--- config.mk ---
export PLATFORM = sky130hd
export DESIGN_NAME = hbus_width_adapter
export DESIGN_NICKNAME = d
export VERILOG_FILES = /design/src/rtl/hba_pkg.sv /design/src/rtl/hba_width_strap.sv /design/src/rtl/hba_wr_merge.sv /design/src/rtl/hba_rd_split.sv /design/src/rtl/hbus_width_adapter.sv
export SDC_FILE = /design/constraint.sdc
export NUM_CORES = 1
export LEC_CHECK = 0
export CAP_MARGIN = 15
export CORE_UTILIZATION = 48
export DETAILED_ROUTE_END_ITERATION = 10
export PLACE_DENSITY = 0.77
export SYNTH_ARGS = -nofsm -noshare
export SYNTH_HDL_FRONTEND = slang
export SYNTH_SLANG_ARGS = --single-unit
--- constraint.sdc ---
create_clock -name clk -period 2.5 [get_ports clk]
set_clock_uncertainty 0.05 [all_clocks]
set_input_delay 0.5 -clock clk [delete_from_list [all_inputs] [get_ports clk]]
set_output_delay 0.5 -clock clk [all_outputs]
set_load 0.02 [all_outputs]
--- src/rtl/hba_pkg.sv ---
package hba_pkg;
  localparam int HALF_W = 16;
  localparam int WORD_W = 2 * HALF_W;

  typedef struct packed {
    logic live;
    logic hi;
  } pair_state_t;

  function automatic logic [HALF_W-1:0] pick_half(input logic [WORD_W-1:0] dw, input logic hi);
    return hi ? dw[WORD_W-1:HALF_W] : dw[HALF_W-1:0];
  endfunction

  function automatic logic [WORD_W-1:0] join_halves(input logic [HALF_W-1:0] held,
                                                     input logic held_hi,
                                                     input logic [HALF_W-1:0] fresh);
    return held_hi ? {held, fresh} : {fresh, held};
  endfunction
endpackage

--- src/rtl/hba_width_strap.sv ---
module hba_width_strap (
  input  logic clk,
  input  logic rst_n,
  input  logic strap_i,
  output logic wide_o
);
  logic wide_q;

  always_ff @(posedge clk) begin
    if (!rst_n) wide_q <= strap_i;
  end

  assign wide_o = wide_q;
endmodule

--- src/rtl/hba_wr_merge.sv ---
module hba_wr_merge
  import hba_pkg::*;
#(
  parameter int DW_W = 6
) (
  input  logic              clk,
  input  logic              rst_n,
  input  logic              wide_i,
  input  logic              wr_acc_i,
  input  logic              rd_acc_i,
  input  logic              hi_i,
  input  logic [DW_W-1:0]   dw_i,
  input  logic [WORD_W-1:0] wdata_i,
  output logic              int_wr_o,
  output logic [WORD_W-1:0] int_wdata_o,
  output logic              pair_done_o,
  output logic              repeat_o
);
  pair_state_t       st_q;
  logic [DW_W-1:0]   dw_q;
  logic [HALF_W-1:0] stage_q;
  logic              match;

  assign match       = st_q.live && (dw_q == dw_i);
  assign pair_done_o = wr_acc_i && match && (hi_i != st_q.hi);
  assign repeat_o    = wr_acc_i && match && (hi_i == st_q.hi);
  assign int_wr_o    = wide_i ? wr_acc_i : pair_done_o;
  assign int_wdata_o = wide_i ? wdata_i : join_halves(stage_q, st_q.hi, wdata_i[HALF_W-1:0]);

  always_ff @(posedge clk or negedge rst_n) begin
    if (!rst_n) begin
      st_q    <= '0;
      dw_q    <= '0;
      stage_q <= '0;
    end else if (wr_acc_i && !wide_i) begin
      if (match) begin
        st_q.live <= 1'b0;
      end else begin
        st_q    <= '{live: 1'b1, hi: hi_i};
        dw_q    <= dw_i;
        stage_q <= wdata_i[HALF_W-1:0];
      end
    end else if (rd_acc_i) begin
      st_q.live <= 1'b0;
    end
  end
endmodule

--- src/rtl/hba_rd_split.sv ---
module hba_rd_split
  import hba_pkg::*;
#(
  parameter int DW_W = 6
) (
  input  logic              clk,
  input  logic              rst_n,
  input  logic              wide_i,
  input  logic              rd_acc_i,
  input  logic              wr_acc_i,
  input  logic              hi_i,
  input  logic [DW_W-1:0]   dw_i,
  input  logic [WORD_W-1:0] int_rdata_i,
  output logic              int_rd_o,
  output logic [WORD_W-1:0] rdata_o,
  output logic              oe_lo_o,
  output logic              oe_hi_o,
  output logic              fetch_o,
  output logic              repeat_o
);
  pair_state_t       st_q;
  logic [DW_W-1:0]   dw_q;
  logic [WORD_W-1:0] hold_q;
  logic [WORD_W-1:0] rdata_q;
  logic              valid_q;
  logic              match;
  logic [HALF_W-1:0] half_out;

  assign match    = st_q.live && (dw_q == dw_i);
  assign repeat_o = rd_acc_i && match && (hi_i == st_q.hi);
  assign fetch_o  = rd_acc_i && !match;
  assign int_rd_o = fetch_o;
  assign half_out = pick_half(match ? hold_q : int_rdata_i, hi_i);

  always_ff @(posedge clk or negedge rst_n) begin
    if (!rst_n) begin
      st_q    <= '0;
      dw_q    <= '0;
      hold_q  <= '0;
      rdata_q <= '0;
      valid_q <= 1'b0;
    end else begin
      valid_q <= rd_acc_i;
      if (rd_acc_i) rdata_q <= wide_i ? int_rdata_i : {{HALF_W{1'b0}}, half_out};
      if (rd_acc_i && !wide_i) begin
        if (match) begin
          st_q.live <= 1'b0;
        end else begin
          st_q   <= '{live: 1'b1, hi: hi_i};
          dw_q   <= dw_i;
          hold_q <= int_rdata_i;
        end
      end else if (wr_acc_i) begin
        st_q.live <= 1'b0;
      end
    end
  end

  assign rdata_o = rdata_q;
  assign oe_lo_o = valid_q;
  assign oe_hi_o = valid_q && wide_i;
endmodule

--- src/rtl/hbus_width_adapter.sv ---
module hbus_width_adapter #(
  parameter int ADDR_W = 8
) (
  input  logic              clk,
  input  logic              rst_n,
  input  logic              width_strap,
  output logic              wide_mode,
  input  logic              host_cs,
  input  logic              host_rd,
  input  logic              host_wr,
  input  logic [ADDR_W-1:1] host_addr,
  input  logic [31:0]       host_wdata,
  output logic [31:0]       host_rdata,
  output logic              host_oe_lo,
  output logic              host_oe_hi,
  output logic [ADDR_W-1:2] int_addr,
  output logic              int_rd,
  output logic              int_wr,
  output logic [31:0]       int_wdata,
  input  logic [31:0]       int_rdata
);
  localparam int DW_W = ADDR_W - 2;

  logic            wide;
  logic            acc_rd, acc_wr;
  logic [DW_W-1:0] dw_sel;
  logic            half_hi;
  logic            wr_pair_done, wr_repeat;
  logic            rd_fetch, rd_repeat;

  assign acc_rd  = host_cs && host_rd;
  assign acc_wr  = host_cs && host_wr && !host_rd;
  assign dw_sel  = host_addr[ADDR_W-1:2];
  assign half_hi = host_addr[1];

  hba_width_strap u_strap (
    .clk(clk), .rst_n(rst_n), .strap_i(width_strap), .wide_o(wide)
  );

  hba_wr_merge #(.DW_W(DW_W)) u_wr (
    .clk(clk), .rst_n(rst_n), .wide_i(wide),
    .wr_acc_i(acc_wr), .rd_acc_i(acc_rd), .hi_i(half_hi), .dw_i(dw_sel),
    .wdata_i(host_wdata), .int_wr_o(int_wr), .int_wdata_o(int_wdata),
    .pair_done_o(wr_pair_done), .repeat_o(wr_repeat)
  );

  hba_rd_split #(.DW_W(DW_W)) u_rd (
    .clk(clk), .rst_n(rst_n), .wide_i(wide),
    .rd_acc_i(acc_rd), .wr_acc_i(acc_wr), .hi_i(half_hi), .dw_i(dw_sel),
    .int_rdata_i(int_rdata), .int_rd_o(int_rd), .rdata_o(host_rdata),
    .oe_lo_o(host_oe_lo), .oe_hi_o(host_oe_hi),
    .fetch_o(rd_fetch), .repeat_o(rd_repeat)
  );

  assign int_addr  = dw_sel;
  assign wide_mode = wide;
endmodule

==> out/results.txt <==
The tree built by TritonCTS fans out to 97 sinks. The most critical setup path has its startpoint at u_wr.st_q[0]. Using the TritonRoute via totals, the vias-per-cell ratio works out to 5.50. Slew at the pin closest to its max-slew limit: 592 ps. The area growth from synthesis to layout is 38.4%. The later pin in the worst-skew pair is clocked with a latency of 360 ps. After detailed routing, the number of remaining DRC violations is 0.

The average footprint of a synthesized cell came out at 10.9 µm². Counting cells, the worst reg-to-reg path comes to 6. The post-layout utilization of the core is 69.1%, and the initial cell density of the core is 49.9%. The count of H-tree levels built during CTS is 3. Detailed routing inserted a total of 4205 vias.

At the placement stage, the worst setup path has a slack of -468 ps. Hold repair after CTS inserted 0 buffers. Area of the core region: 10400 µm².

Dividing total power by cell area gives a power density of 690 nW/µm². Setup violations remaining at the end of the flow were counted as 0. Once detail routing completed, the nets flagged for antenna violations numbered 0. Detailed routing placed a total of 6570 µm of wire on met2. The number of clock buffers inserted by TritonCTS was 9; the slack of the critical path was 82.4 ps. The startpoint kind of the worst setup timing path was a register. In the final layout, the share of cells above drive strength 1 is 21.6%.

Counting along the longest clock path gives a buffer depth of 2. The library cell used as clock root buffer was sky130_fd_sc_hd__clkbuf_8. For this design the static power due to leakage is 3.42 nW. Width of the die: 106 µm. After layout, the worst path uses 96.7% of the clock period.

The topmost layer with routed signal wires was met4. Entering global routing, the biggest net connects 50 pins. The count of routing violations after the opening detailed-route iteration was 177. The number of antenna violations at the first check in global routing was 0. The critical path endpoint category was an output pin. Leaving out fill and tap cells, the most frequent cell in the layout is sky130_fd_sc_hd__clkdlybuf4s50_1. The number of global-route vias before repair came out at 4291. The number of antenna diodes in the final layout is 0. Leaving out fill and tap cells, the most frequent cells in the layout are sky130_fd_sc_hd__clkdlybuf4s50_1, sky130_fd_sc_hd__dfrtp_1, sky130_fd_sc_hd__nand2_1, sky130_fd_sc_hd__mux2_2, sky130_fd_sc_hd__o21ai_0. The flow ran to the end, and the final reports show no timing, DRC or antenna violations.

In the detailed route, the total length drawn on met3 is 716 µm. The first global-routing pass estimated 21400 µm of wire. The routed design could run at a clock period as short as 2420 ps. The layout has 818 filler cells.

At the end of the flow, the number of nets in the layout was 701. The logs give 1870 ps for the worst path arrival time and 0.000333 V for the peak supply drop. The warning count from the yosys run is 0, and the post-synthesis net count is 553.

At the worst endpoint, the required time is 1950 ps. The critical path is of the register to output pin type. The die span in y is 106 µm, and the number of buffer cells added on primary ports is 151. TritonCTS built the clock tree. In the final routed layout, each cell accounts on average for 17.3 µm. Count of final hold-check violations: 0.

After legalization and detailed placement, the total HPWL measured 9200 µm. After clock tree synthesis, the clock-pin slew on the worst setup and hold paths is 90 ps. The logs give 11300 µm² for the area of the die and 152 for the number of top-level pins. For the post-synthesis cell count, the log shows 476. The weighted congestion at the end of routability-driven global placement was 0.789; the register bit total from synthesis was 97. The aggregate global routing overflow was 0. Routed length on met1: 5760 µm.

Setup repair after global routing left no endpoint under its margin. Global routing used 24.2% of the available tracks. The run gives 0 as the total count of max-transition violations in the final report.

Headroom to the max-slew limit came out at 60.6%. The total of max-cap violations was 0. Based on the critical path, the design can be clocked at up to 414 MHz. The share of the Yosys chip area taken by registers is 46.8%. In this run the core area contains 37 standard-cell rows. The peak fanout along the critical path works out to 16. The endpoint identified for the worst register-to-register timing path is u_rd.hold_q[8].

Count of different cell masters after synthesis: 30. Summed over all layers, the routed wires come to 13200 µm. In this run the cell area of the synthesized design comes to 5200 µm². The startpoint of the worst-slack reg-to-reg timing path was u_rd.dw_q[5]. The tools report the count of TritonRoute iterations in the first routing pass as 4. The tightest min-delay check is of the input pin to asynchronous set/reset pin type. The setup check on the worst reg-to-reg path leaves a slack of 550 ps.
## logic make-up after synthesis
family,share of synthesized area (%)
AOI/OAI and AO/OA,9.34
xor gates and xnor gates,2.19
buffers and inverters,4.67
DFF,46.8
muxes,24.9
and+or+nand+nor,12.1
## layer usage
| layer | global-route usage, % | vias up |
|---|---|---|
| met4 | 7.34 | 0 |
| met3 | 4.72 | 15 |
| met1 | 29.9 | 2101 |
| met2 | 42.8 | 126 |
| li1 | - | 1963 |
| met5 | 0 | - |
## critical path, cell delays in order (launching register included)
cell,delay [ps]
sky130_fd_sc_hd__dfrtp_2,460
sky130_fd_sc_hd__nor2_1,190
sky130_fd_sc_hd__buf_12,190
sky130_fd_sc_hd__mux2_2,350
sky130_fd_sc_hd__dlygate4sd2_1,320
## worst max path at each step
| stage | endpoint | slack [ps] |
|---|---|---|
| 2_1_floorplan | int_wr | 270 |
| 3_3_place_gp | int_wr | -490 |
| 3_5_place_dp | int_wr | -470 |
| 4_1_cts | int_wdata[19] | 0.3 |
| 5_1_grt | int_wdata[8] | 20 |
| 6_report | int_wdata[7] | 80 |
## synth_stat cells
| master | count | share of area, % |
|---|---|---|
| sky130_fd_sc_hd__nand3b_1 | 1 | 0.14 |
| sky130_fd_sc_hd__and2_1 | 1 | 0.12 |
| sky130_fd_sc_hd__dfrtp_1 | 96 | 46 |
| sky130_fd_sc_hd__inv_1 | 3 | 0.22 |
| sky130_fd_sc_hd__buf_1 | 7 | 0.51 |
| sky130_fd_sc_hd__nand3_1 | 18 | 1.7 |
| sky130_fd_sc_hd__xnor2_1 | 9 | 1.5 |
| sky130_fd_sc_hd__mux2i_1 | 32 | 6.2 |
| sky130_fd_sc_hd__a21oi_1 | 2 | 0.19 |
| sky130_fd_sc_hd__nand2_1 | 84 | 6.1 |
| sky130_fd_sc_hd__clkbuf_1 | 17 | 1.2 |
| sky130_fd_sc_hd__o21ai_0 | 39 | 3.8 |
| sky130_fd_sc_hd__nor2_1 | 2 | 0.14 |
| sky130_fd_sc_hd__edfxtp_1 | 1 | 0.58 |
| sky130_fd_sc_hd__mux2_4 | 29 | 8.4 |
| sky130_fd_sc_hd__xor2_1 | 4 | 0.67 |
| sky130_fd_sc_hd__and3_1 | 11 | 1.3 |
| sky130_fd_sc_hd__buf_4 | 6 | 0.87 |
| sky130_fd_sc_hd__or3_1 | 1 | 0.12 |
| sky130_fd_sc_hd__a21o_1 | 1 | 0.14 |
| sky130_fd_sc_hd__mux2_2 | 48 | 10 |
| sky130_fd_sc_hd__o31ai_1 | 10 | 1.4 |
| sky130_fd_sc_hd__nor2b_1 | 16 | 1.9 |
| sky130_fd_sc_hd__buf_6 | 5 | 1.1 |
| sky130_fd_sc_hd__nand4_1 | 1 | 0.12 |
| sky130_fd_sc_hd__buf_2 | 8 | 0.77 |
| sky130_fd_sc_hd__o21ai_1 | 1 | 0.096 |
| sky130_fd_sc_hd__a221oi_1 | 16 | 2.7 |
| sky130_fd_sc_hd__nor4_4 | 1 | 0.41 |
| sky130_fd_sc_hd__a31o_2 | 6 | 1.0 |
## metrics by stage
| step | area (µm²) | hold WS [ps] | cells | TNS [ps] | power (mW) |
|---|---|---|---|---|---|
| detailed placement | 6910 | 406 | 748 | -4400 | 3.73 |
| floorplan | 5200 | 154 | 476 | 0 | 3.02 |
| global route | 7200 | 49.9 | 765 | 0 | 5.20 |
| global placement | 6910 | 400 | 748 | -3040 | 3.68 |
| CTS | 7150 | 25.3 | 765 | 0 | 5.00 |
| finish | 7200 | 25.9 | 765 | 0 | 4.97 |
## registers in the layout (all words and copies together), names as in the netlist, 2 cells and up
| signal | count |
|---|---|
| u_rd.hold_q | 32 |
| u_rd.dw_q | 6 |
| u_wr.stage_q | 16 |
| u_wr.st_q | 2 |
| u_rd.rdata_o | 32 |
| u_wr.dw_q | 6 |
## report_power, final
group	internal (mW)	switching [mW]
Clock	0.763	0.534
Combinational	0.854	0.753
Sequential	1.87	0.195
## layout make-up
cell class | instances | area (µm²) | area share [%]
Inverter | 3 | 11.3 | 0.156
Clock buffer | 10 | 128 | 1.77
Timing Repair Buffer | 180 | 1790 | 24.8
Multi-Input combinational cell | 333 | 2540 | 35.3
Tap cell | 136 | 170 | 2.36
Sequential cell | 97 | 2430 | 33.8
Clock inverter | 6 | 130 | 1.81
## timing repair
item / CTS / global route
pin swaps: 3 / 5
gates resized for setup: 31 / 17
setup buffers: 1 / 0
gates cloned: 0 / 0
setup endpoints to repair: 34 / 12
No activity file was read; power rests on OpenSTA's default activity.
